`config.mk`:
```
export PLATFORM = sky130hd
export DESIGN_NAME = scl_div_engine
export DESIGN_NICKNAME = d
export VERILOG_FILES = /design/src/rtl/scl_div_pkg.sv /design/src/rtl/scl_phase_min_sel.sv /design/src/rtl/scl_ceil_div.sv /design/src/rtl/scl_div_finalize.sv /design/src/rtl/scl_div_engine.sv
export SDC_FILE = /design/constraint.sdc
export NUM_CORES = 2
export LEC_CHECK = 0
export ABC_AREA = 1
export BUFFER_PORTS_ARGS = -buffer_cell sky130_fd_sc_hd__buf_2
export CORE_MARGIN = 2
export CORE_UTILIZATION = 57
export CTS_CLUSTER_DIAMETER = 80
export DETAILED_ROUTE_END_ITERATION = 7
export PLACE_DENSITY = 0.73
export SLEW_MARGIN = 20
export SYNTH_ARGS = -nofsm -noshare
export SYNTH_HDL_FRONTEND = slang
export SYNTH_HIERARCHICAL = 1
export SYNTH_SLANG_ARGS = --single-unit
```
`constraint.sdc`:
```
create_clock -name clk -period 10.95 [get_ports clk]
set_clock_uncertainty 0.05 [all_clocks]
set_input_delay 2.19 -clock clk [delete_from_list [all_inputs] [get_ports clk]]
set_output_delay 2.19 -clock clk [all_outputs]
set_load 0.02 [all_outputs]
```
`src/rtl/scl_div_pkg.sv`:
```
package scl_div_pkg;
  localparam int NS_W = 14;
  localparam logic [NS_W-1:0] STD_LOW_NS   = 14'd5350;
  localparam logic [NS_W-1:0] STD_HIGH_NS  = 14'd4650;
  localparam logic [NS_W-1:0] FAST_LOW_NS  = 14'd1600;
  localparam logic [NS_W-1:0] FAST_HIGH_NS = 14'd900;
  localparam int STD_MAX_KHZ  = 100;
  localparam int FAST_MAX_KHZ = 400;
  // ticks of 8 input clocks, rate in kHz, time in ns: 8 * 1e6
  localparam int NS_TICK_SCALE = 8_000_000;

  typedef enum logic [1:0] {PH_IDLE, PH_GO, PH_WAIT, PH_DECIDE} phase_e;
  typedef enum logic [1:0] {OP_TOTAL, OP_LOW, OP_HIGH, OP_IDEAL} op_e;
endpackage

```
`src/rtl/scl_phase_min_sel.sv`:
```
module scl_phase_min_sel
  import scl_div_pkg::*;
#(
  parameter int RATE_W = 24
) (
  input  logic [RATE_W-1:0] tgt_khz,
  output logic [NS_W-1:0]   low_ns,
  output logic [NS_W-1:0]   high_ns,
  output logic              over_fast
);
  logic is_std;

  always_comb begin
    is_std    = (tgt_khz <= RATE_W'(STD_MAX_KHZ));
    over_fast = (tgt_khz >  RATE_W'(FAST_MAX_KHZ));
    low_ns    = is_std ? STD_LOW_NS  : FAST_LOW_NS;
    high_ns   = is_std ? STD_HIGH_NS : FAST_HIGH_NS;
  end
endmodule

```
`src/rtl/scl_ceil_div.sv`:
```
module scl_ceil_div #(
  parameter int W = 48
) (
  input  logic         clk,
  input  logic         rst_n,
  input  logic         start,
  input  logic [W-1:0] num_i,
  input  logic [W-1:0] den_i,
  output logic         done_o,
  output logic [W-1:0] quot_o
);
  localparam int CW = $clog2(W + 1);
  localparam int W2 = 2 * W;

  logic [W-1:0]  rem_r, quo_r, den_r, num_r;
  logic [CW-1:0] cnt_r;
  logic          busy_r, done_r;
  logic [W:0]    rem_sh;
  logic [W-1:0]  rem_try;
  logic          take;
  logic [W-1:0]  adj_num;

  always_comb begin
    adj_num = num_i + den_i - W'(1);
    rem_sh  = {rem_r, quo_r[W-1]};
    take    = (rem_sh >= {1'b0, den_r});
    rem_try = rem_sh[W-1:0] - den_r;
  end

  always_ff @(posedge clk or negedge rst_n) begin
    if (!rst_n) begin
      rem_r  <= '0;
      quo_r  <= '0;
      den_r  <= '0;
      num_r  <= '0;
      cnt_r  <= '0;
      busy_r <= 1'b0;
      done_r <= 1'b0;
    end else begin
      done_r <= 1'b0;
      if (start && !busy_r) begin
        rem_r  <= '0;
        quo_r  <= adj_num;
        num_r  <= adj_num;
        den_r  <= den_i;
        cnt_r  <= CW'(W);
        busy_r <= 1'b1;
      end else if (busy_r) begin
        rem_r <= take ? rem_try : rem_sh[W-1:0];
        quo_r <= {quo_r[W-2:0], take};
        cnt_r <= cnt_r - CW'(1);
        if (cnt_r == CW'(1)) begin
          busy_r <= 1'b0;
          done_r <= 1'b1;
        end
      end
    end
  end

  assign done_o = done_r;
  assign quot_o = quo_r;

  logic [W2-1:0] chk_lo, chk_hi;
  always_comb begin
    chk_lo = W2'(quo_r) * W2'(den_r);
    chk_hi = chk_lo + W2'(den_r);
  end

  assert_quotient_exact_R3: assert property (@(posedge clk) disable iff (!rst_n)
    (done_r && den_r != '0) |-> (chk_lo <= W2'(num_r) && chk_hi > W2'(num_r)));

  assert_div_done_pulse_R8: assert property (@(posedge clk) disable iff (!rst_n)
    done_r |=> !done_r);
endmodule

```
`src/rtl/scl_div_finalize.sv`:
```
module scl_div_finalize #(
  parameter int IW = 48,
  parameter int OW = 16
) (
  input  logic [IW-1:0] cnt_i,
  output logic [OW-1:0] val_o
);
  logic [IW-1:0] dec;

  always_comb begin
    dec = cnt_i - IW'(1);
    if (cnt_i == '0)
      val_o = '0;
    else if (dec > IW'({OW{1'b1}}))
      val_o = '1;
    else
      val_o = dec[OW-1:0];
  end
endmodule

```
`src/rtl/scl_div_engine.sv`:
```
module scl_div_engine
  import scl_div_pkg::*;
#(
  parameter int RATE_W = 24,
  parameter int PROD_W = 48,
  parameter int DIV_W  = 16
) (
  input  logic              clk,
  input  logic              rst_n,
  input  logic              req_valid,
  output logic              req_ready,
  input  logic [RATE_W-1:0] src_khz,
  input  logic [RATE_W-1:0] tgt_khz,
  output logic              res_valid,
  output logic [DIV_W-1:0]  div_low,
  output logic [DIV_W-1:0]  div_high,
  output logic              rate_err
);
  phase_e            phase_r;
  op_e               op_r;
  logic [RATE_W-1:0] src_q, tgt_q;
  logic [PROD_W-1:0] tot_q, mlow_q, mhigh_q;
  logic [DIV_W-1:0]  lo_r, hi_r;
  logic              err_r, valid_r;

  logic [NS_W-1:0]   low_ns, high_ns;
  logic              over_fast;
  logic              cd_start, cd_done;
  logic [PROD_W-1:0] cd_num, cd_den, cd_quot;
  logic [PROD_W-1:0] cap, split_lo, split_hi, fin_lo_in, fin_hi_in;
  logic [DIV_W-1:0]  fin_lo, fin_hi;
  logic [PROD_W-1:0] src_w, tgt_w, sum_ns_w;

  scl_phase_min_sel #(.RATE_W(RATE_W)) u_sel (
    .tgt_khz  (tgt_q),
    .low_ns   (low_ns),
    .high_ns  (high_ns),
    .over_fast(over_fast)
  );

  // operand selection for the shared divider
  always_comb begin
    src_w    = PROD_W'(src_q);
    tgt_w    = PROD_W'(tgt_q);
    sum_ns_w = PROD_W'(low_ns) + PROD_W'(high_ns);
    cd_start = (phase_r == PH_GO);
    case (op_r)
      OP_TOTAL: begin
        cd_num = src_w;
        cd_den = tgt_w * PROD_W'(8);
      end
      OP_LOW: begin
        cd_num = src_w * PROD_W'(low_ns);
        cd_den = PROD_W'(NS_TICK_SCALE);
      end
      OP_HIGH: begin
        cd_num = src_w * PROD_W'(high_ns);
        cd_den = PROD_W'(NS_TICK_SCALE);
      end
      default: begin
        cd_num = src_w * PROD_W'(low_ns);
        cd_den = tgt_w * PROD_W'(8) * sum_ns_w;
      end
    endcase
  end

  scl_ceil_div #(.W(PROD_W)) u_div (
    .clk   (clk),
    .rst_n (rst_n),
    .start (cd_start),
    .num_i (cd_num),
    .den_i (cd_den),
    .done_o(cd_done),
    .quot_o(cd_quot)
  );

  // headroom split: low takes its share up to the cap, high gets the rest
  always_comb begin
    cap       = tot_q - mhigh_q;
    split_lo  = (cd_quot > cap) ? cap : cd_quot;
    split_hi  = tot_q - split_lo;
    fin_lo_in = (op_r == OP_IDEAL) ? split_lo : mlow_q;
    fin_hi_in = (op_r == OP_IDEAL) ? split_hi : mhigh_q;
  end

  scl_div_finalize #(.IW(PROD_W), .OW(DIV_W)) u_fin_lo (
    .cnt_i(fin_lo_in),
    .val_o(fin_lo)
  );

  scl_div_finalize #(.IW(PROD_W), .OW(DIV_W)) u_fin_hi (
    .cnt_i(fin_hi_in),
    .val_o(fin_hi)
  );

  always_ff @(posedge clk or negedge rst_n) begin
    if (!rst_n) begin
      phase_r <= PH_IDLE;
      op_r    <= OP_TOTAL;
      src_q   <= '0;
      tgt_q   <= '0;
      tot_q   <= '0;
      mlow_q  <= '0;
      mhigh_q <= '0;
      lo_r    <= '0;
      hi_r    <= '0;
      err_r   <= 1'b0;
      valid_r <= 1'b0;
    end else begin
      valid_r <= 1'b0;
      case (phase_r)
        PH_IDLE: begin
          if (req_valid) begin
            src_q   <= src_khz;
            tgt_q   <= tgt_khz;
            op_r    <= OP_TOTAL;
            phase_r <= PH_GO;
          end
        end
        PH_GO: phase_r <= PH_WAIT;
        PH_WAIT: begin
          if (cd_done) begin
            case (op_r)
              OP_TOTAL: begin
                tot_q   <= cd_quot;
                op_r    <= OP_LOW;
                phase_r <= PH_GO;
              end
              OP_LOW: begin
                mlow_q  <= cd_quot;
                op_r    <= OP_HIGH;
                phase_r <= PH_GO;
              end
              OP_HIGH: begin
                mhigh_q <= cd_quot;
                phase_r <= PH_DECIDE;
              end
              default: begin
                lo_r    <= fin_lo;
                hi_r    <= fin_hi;
                err_r   <= over_fast;
                valid_r <= 1'b1;
                phase_r <= PH_IDLE;
              end
            endcase
          end
        end
        PH_DECIDE: begin
          if (mlow_q + mhigh_q > tot_q) begin
            lo_r    <= fin_lo;
            hi_r    <= fin_hi;
            err_r   <= over_fast;
            valid_r <= 1'b1;
            phase_r <= PH_IDLE;
          end else begin
            op_r    <= OP_IDEAL;
            phase_r <= PH_GO;
          end
        end
        default: phase_r <= PH_IDLE;
      endcase
    end
  end

  assign req_ready = (phase_r == PH_IDLE);
  assign res_valid = valid_r;
  assign div_low   = lo_r;
  assign div_high  = hi_r;
  assign rate_err  = err_r;

  assert_accept_drops_ready_R1: assert property (@(posedge clk) disable iff (!rst_n)
    (req_valid && req_ready) |=> !req_ready);

  assert_result_pulse_R8: assert property (@(posedge clk) disable iff (!rst_n)
    res_valid |=> !res_valid);

  assert_error_flag_R7: assert property (@(posedge clk) disable iff (!rst_n)
    res_valid |-> (rate_err == (tgt_q > RATE_W'(FAST_MAX_KHZ))));

  assert_split_sum_R5: assert property (@(posedge clk) disable iff (!rst_n)
    (res_valid && op_r == OP_IDEAL && tot_q < PROD_W'(65536) &&
     div_low != '0 && div_high != '0)
    |-> (PROD_W'(div_low) + PROD_W'(div_high) + PROD_W'(2) == tot_q));
endmodule

```
## Word level (Yosys, flattened, before mapping)

Index checks and enable logic that the tools add are counted.

- Register bits after elaboration: 382
- Input bits: 51
- Output and inout bits: 35

- Reduce and logical (&&, ||, !) cells: 19
- Eq/ne operators: 13
- Mux-type cells: 50
- Multiply operators: 3
- Add/subtract/negate cells: 10
- Order comparisons: 7

Operator list:

| kind | number |
|---|---|
| 48-bit two-way mux | 8 |
| 16-bit two-way mux | 10 |
| 48-bit by 1-bit subtractor with 48-bit output, second input constant | 3 |
| 48-bit subtractor | 3 |
| 48-bit by 16-bit greater-than comparator with 1-bit output, second input constant | 2 |
| 48-bit greater-than comparator | 2 |
| 48-bit logical NOT | 2 |
| 42-bit one-hot mux with 2 select lines | 1 |
| 24-bit by 14-bit multiplier with 38-bit output | 2 |
| 38-bit one-hot mux with 2 select lines | 1 |
| 16-bit one-hot mux with 2 select lines | 2 |
| 49-bit by 48-bit >= comparator with 1-bit output | 1 |
| 48-bit adder | 1 |
| 38-bit by 42-bit adder with 43-bit output | 1 |
| 24-bit by 15-bit multiplier with 39-bit output | 1 |
| 13-bit two-way mux | 2 |
| 24-bit by 9-bit greater-than comparator with 1-bit output, second input constant | 1 |
| 24-bit by 7-bit less-or-equal comparator with 1-bit output, second input constant | 1 |
| 14-bit by 14-bit adder with 15-bit output | 1 |
| 1-bit two-way mux | 13 |
| 6-bit two-way mux | 2 |
| 2-bit two-way mux | 5 |
| 3-bit AND reduction | 3 |
| 2-bit equality test, second input constant | 4 |
| 20 further kinds | 30 |

## Longest topological paths before layout

- Depth in word-level cells: 12
- Depth in mapped cells: 70
- Mapped depth without buffers: 68

## Cells and area by module

Netlist, hierarchy kept.

Modules (own cells, without submodules):

| module | cells each | area an instance (sq um) | instances |
|---|---|---|---|
| scl_div_engine | 7,571 | 55,418.2 | 1 |
| scl_ceil_div | 2,553 | 15,334.7 | 1 |
| scl_div_finalize | 504 | 2,351.0 | 2 |
| scl_phase_min_sel | 83 | 465.4 | 1 |

## Least setup slack after synthesis

No wires, ideal clock.

- Path type: register to register
- From: reg tgt_q[11]
- To: reg u_div.quo_r[44] (netlist: u_div/quot_o[44])
- Stages on the path, launching flop included: 59
- Slack: 1.452 ns
- Clock period less this slack: 9.498 ns
- Arrival time: 9.332 ns
- Library setup time: 0.117 ns
- Cell sequence: dfrtp_1 -> nor2_4 -> nand2_2 -> nor2_4 -> nand3_2 -> a21oi_2 -> buf_4 -> ha_1 -> inv_1 -> nand2_2 -> nand2_2 -> nand2_2 -> a21oi_2 -> or2_1 -> nand2_1 -> a21oi_1 -> or2_1 -> nand2_1 -> [... 23 more ...] -> a31oi_1 -> xor2_1 -> nor2_1 -> inv_1 -> ha_1 -> inv_1 -> ha_1 -> nand2_1 -> nor2_1 -> inv_1 -> nor3_1 -> nand2_1 -> nor2_1 -> nand2_1 -> nand4_1 -> nand3_1 -> nand2_1 -> nand2_1

- Longest elaborated chain between the ends: 8

Ends and longest elaborated chain:

| item | RTL line | source |
|---|---|---|
| start: declaration | scl_div_engine.sv:21 | `logic [RATE_W-1:0] src_q, tgt_q;` |
| start signal: assignment | scl_div_engine.sv:115 | `tgt_q <= tgt_khz;` |
| 24-bit by 7-bit less-or-equal comparator with 1-bit output | scl_phase_min_sel.sv:14 | `is_std = (tgt_khz <= RATE_W'(STD_MAX_KHZ));` |
| via u_sel.is_std | scl_phase_min_sel.sv:11 | `logic is_std;` |
| 13-bit two-way mux | scl_phase_min_sel.sv:16 | `low_ns = is_std ? STD_LOW_NS : FAST_LOW_NS;` |
| via low_ns[5] | scl_div_engine.sv:26 | `logic [NS_W-1:0] low_ns, high_ns;` |
| 14-bit by 14-bit adder with 15-bit output | scl_div_engine.sv:45 | `sum_ns_w = PROD_W'(low_ns) + PROD_W'(high_ns);` |
| 24-bit by 15-bit multiplier with 39-bit output | scl_div_engine.sv:62 | `cd_den = tgt_w * PROD_W'(8) * sum_ns_w;` |
| 42-bit one-hot mux with 2 select lines | scl_div_engine.sv:47 | `case (op_r)` |
| via cd_den[31] | scl_div_engine.sv:29 | `logic [PROD_W-1:0] cd_num, cd_den, cd_quot;` |
| 38-bit by 42-bit adder with 43-bit output | scl_ceil_div.sv:24 | `adj_num = num_i + den_i - W'(1);` |
| 48-bit by 1-bit subtractor with 48-bit output | scl_ceil_div.sv:24 |  |
| 48-bit two-way mux | scl_ceil_div.sv:41 | `if (start && !busy_r) begin` |
| end signal: assignment | scl_ceil_div.sv:43 | `quo_r <= adj_num;` |
| end signal: assignment | scl_ceil_div.sv:50 | `quo_r <= {quo_r[W-2:0], take};` |
| end: declaration | scl_ceil_div.sv:15 | `logic [W-1:0] rem_r, quo_r, den_r, num_r;` |

The timed path passes the listed nets, and every way through them passes these cells.
A chain may end at the register's enable or synchronous reset.

## Worst setup path after layout

- From: reg tgt_q[3]
- To: reg u_div.quo_r[28] (netlist: u_div/quot_o[28])

RTL lines:

| item | RTL line | source |
|---|---|---|
| 24-bit by 7-bit less-or-equal comparator with 1-bit output | scl_phase_min_sel.sv:14 |  |
| 13-bit two-way mux | scl_phase_min_sel.sv:17 | `high_ns = is_std ? STD_HIGH_NS : FAST_HIGH_NS;` |
| via high_ns[1] | scl_div_engine.sv:26 |  |
| 24-bit by 14-bit multiplier with 38-bit output | scl_div_engine.sv:57 | `cd_num = src_w * PROD_W'(high_ns);` |
| 38-bit one-hot mux with 2 select lines | scl_div_engine.sv:47 |  |
| via cd_num[27] | scl_div_engine.sv:29 |  |
| 38-bit by 42-bit adder with 43-bit output | scl_ceil_div.sv:24 |  |
| 48-bit by 1-bit subtractor with 48-bit output | scl_ceil_div.sv:24 |  |
| 48-bit two-way mux | scl_ceil_div.sv:41 |  |

The timed path passes the listed nets, and every way through them passes these cells.

==> metrics.md <==
| Metric | Value |
|---|---|
| Status | complete, but fails checks |
| Failing checks | max-slew violations |
| DRT antenna net count | 0 |
| Final nets | 13,000 |
| Die area | 136,000 µm² |
| Minimum clock period | 10.42 ns |
| Critical Path Fanout Max | approximately 130 |
| CP delay by family, top | adder cells |
| Place WS | 0.395 ns |
| Synth warn | 6 |
| Number of global-route vias before repair | 73,400 |
| I/O Buffers | 85 |
| CTS tree | built |
| Synth area leaders | fa_1 21%, nand2_1 16%, dfrtp_1 13%, ha_1 12%, inv_1 11% |
| Worst setup SP type | flop |
| Fin crit share | 95.2% |
| HPWL after DPL | 221,000 µm |
| Final setup fails | 0 |
| Cells on worst reg2reg path | 45 |
| Final WS setup | 0.530 ns |
| Non-Filler Instances | 13,200 |
| Main flop type after synthesis | dfrtp_1 |
| Global-route wire length before repair | ~420,000 µm |
| Layout area overhead | 8.10% |
| Placed cells | around 13,000 |
| M1 WL | 102,000 µm |
| Share of post-route cells with drive strength above 1 | under 10% |
| Slew @ Worst Pin | 1.76 ns |
| Data required, critical path | between 10 and 15 ns |
| Kind of critical path | flop to flop |
| Via-to-Cell Ratio | 5.61 |
| Post-synth EDFFs | 0 |
| CP Capture Type | flop |
| Hold slack | 0.442 ns |
| First drt pass iteration count | 6 |
| WL/cell | 20.2 µm |
| Slew headroom | -17.6% |
| Initial DRC count | 7,362 |
| Synth Cell Area | 75,900 µm² |
| Post-synthesis sequential area ratio | 12.6% |
| Detailed-route wire length | 268,000 µm |
| CTS Sinks | ~380 |
| Critical-path top delay cell | fa_1 |
| Post-synth top area share | between 20% and 30% |
| Unique cell type count in the Yosys netlist | 72 |
| Max-cap violations | 0 |
| Syn Area/Cell | 6.77 µm² |
| GP Congestion | 1.04 |
| Gr usage total | slightly below 40% |
| Num ports | 86 |
| Finished Core Util | 62.3% |
| H-tree depth | 2 |
| Synth area leader | fa_1 |
| Pins over their slew limit | 16 |
| Hold Fails Final Rpt | 0 |
| Critical path buffer and inverter count | 10 |
| DIE HEIGHT | 369 µm |
| Initial antenna violation count | 2 |
| CTS Buf Count | 54 |
| Stages on the worst setup path | 45 |
| Worst-path clk slew | 0.06 ns |
| Hold WC Path Type | flop to flop |
| Starting Density | 57.6% |
| DRC viols | 0 |
| GRT overflow | 0 |
| Core area | 132,000 µm² |
| Async SR Flop Fraction | 100% |
| WHS Path Cells | 2 |
| Largest net degree at the start of global routing | 149 |
| Skew-Pair Late Insertion Delay | 0.69 ns |
| Worst endpoint data arrival time | around 11 ns |
| Number of synthesized register bits | 382 |
| DR WL met2 | 123,000 µm |
| WL met3 | 21,800 µm |
| Std cell rows | ~130 |
| Max Used Layer | met5 |
| CP max stage delay | 0.53 ns |
| Fmax | 96.0 MHz |
| Die width | 369 µm |
| Root Buffer | clkbuf_16 |
| Post-Syn Instances | 11,200 |
| Clock Tree Buf Depth | 3 |
| Vias post-DR | 74,200 |
## state kept, by name (all words and copies together), names as in the netlist, 6 cells and up
signal,flops
mhigh_q,48
mlow_q,48
tot_q,48
u_div/den_r,48
u_div/quot_o,48
u_div/rem_r,48
src_q,24
tgt_q,24
div_high,16
div_low,16
u_div/cnt_r,6
## worst paths after layout
kind,from,endpoint,slack (ns)
setup / recovery,tgt_q[3]$_DFFE_PN0P_,u_div/quot_o[28]$_DFFE_PN0P_,0.53
hold / removal,u_div/den_r[23]$_DFFE_PN0P_,u_div/den_r[23]$_DFFE_PN0P_,0.44
setup reg to reg,tgt_q[3]$_DFFE_PN0P_,u_div/quot_o[28]$_DFFE_PN0P_,0.53
hold reg to reg,u_div/den_r[23]$_DFFE_PN0P_,u_div/den_r[23]$_DFFE_PN0P_,0.44
max in group asynchronous,rst_n,mlow_q[21]$_DFFE_PN0P_,7.18
min in group asynchronous,rst_n,div_high[0]$_DFFE_PN0P_,1.42
## area by class of cell
cell class                 instances  area [µm²]
antenna                            5        12.5
clock buffer                      71        1520
clock inverter                    26         293
fill                           12500       49700
inverter                        2309        8680
multi-input combinational       8200       56400
sequential                       382        9560
tap                             1755        2200
timing repair buffer             471        3430
## stage by stage
step / setup TNS [ns] / instance area, µm²
final: 0 / 82100
after global routing: -0.0204 / 82100
after CTS: 0 / 81900
after detailed placement: 0 / 80100
after global placement: 0 / 80100
after floorplan: 0 / 76000
## worst min-delay path, stage by stage, from the launching register on
cell and delay [ns]:
dfrtp_1 0.34, nand2_1 0.06, o21ai_0 0.06
## cell usage after synthesis, types with 40 or more instances
cell type	n
a21oi_1	529
a22oi_1	40
clkbuf_1	284
dfrtp_1	382
fa_1	812
ha_1	700
inv_1	2284
mux2_2	57
nand2_1	3244
nand2_2	57
nand3_1	440
nand4_1	112
nor2_1	813
nor2_2	63
nor3_1	60
o21ai_0	563
o21ai_1	45
xnor2_1	98
xor2_1	109
## kinds of logic after synthesis
family / after synthesis / synth area share, %
and+or+nand+nor: 4981 / 27.5
buffers and inverters: 2665 / 13.5
adders and majority gates: 1512 / 32.9
AOI/OAI and AO/OA: 1407 / 10.2
DFF: 382 / 12.6
xor gates and xnor gates: 208 / 2.41
muxes: 57 / 0.845
other: 3 / 0.0148
## what timing repair did
| item | CTS | global route |
|---|---|---|
| setup endpoints to repair | 0 | 23 |
| setup buffers | 0 | 2 |
| hold buffers | 0 | 0 |
| resized for setup | 0 | 19 |
## cells in the final DEF, fill, tap and decap left out, types with 21 or more instances in the layout
cell / n
a21oi_1: 523
a22oi_1: 40
a31oi_1: 37
buf_2: 84
buf_4: 378
clkbuf_16: 55
conb_1: 35
dfrtp_1: 380
fa_1: 812
ha_1: 699
inv_1: 2278
mux2_2: 57
nand2_1: 3239
nand2_2: 59
nand3_1: 437
nand3_2: 29
nand3b_1: 30
nand4_1: 112
nor2_1: 811
nor2_2: 64
nor2_4: 38
nor3_1: 59
o211ai_1: 23
o21a_1: 28
o21ai_0: 539
o21ai_1: 69
o21bai_1: 21
or2_2: 21
xnor2_1: 98
xor2_1: 109
## metal layers
layer,up-vias,track usage [%]
li1,34900,-
met1,35200,48.5
met2,3374,64.9
met3,722,5.65
met4,2,25.3
met5,-,0
Power is left out: the tool's default activity adds up to more than one toggle a clock period on the data nets, which glitch-free logic cannot reach.
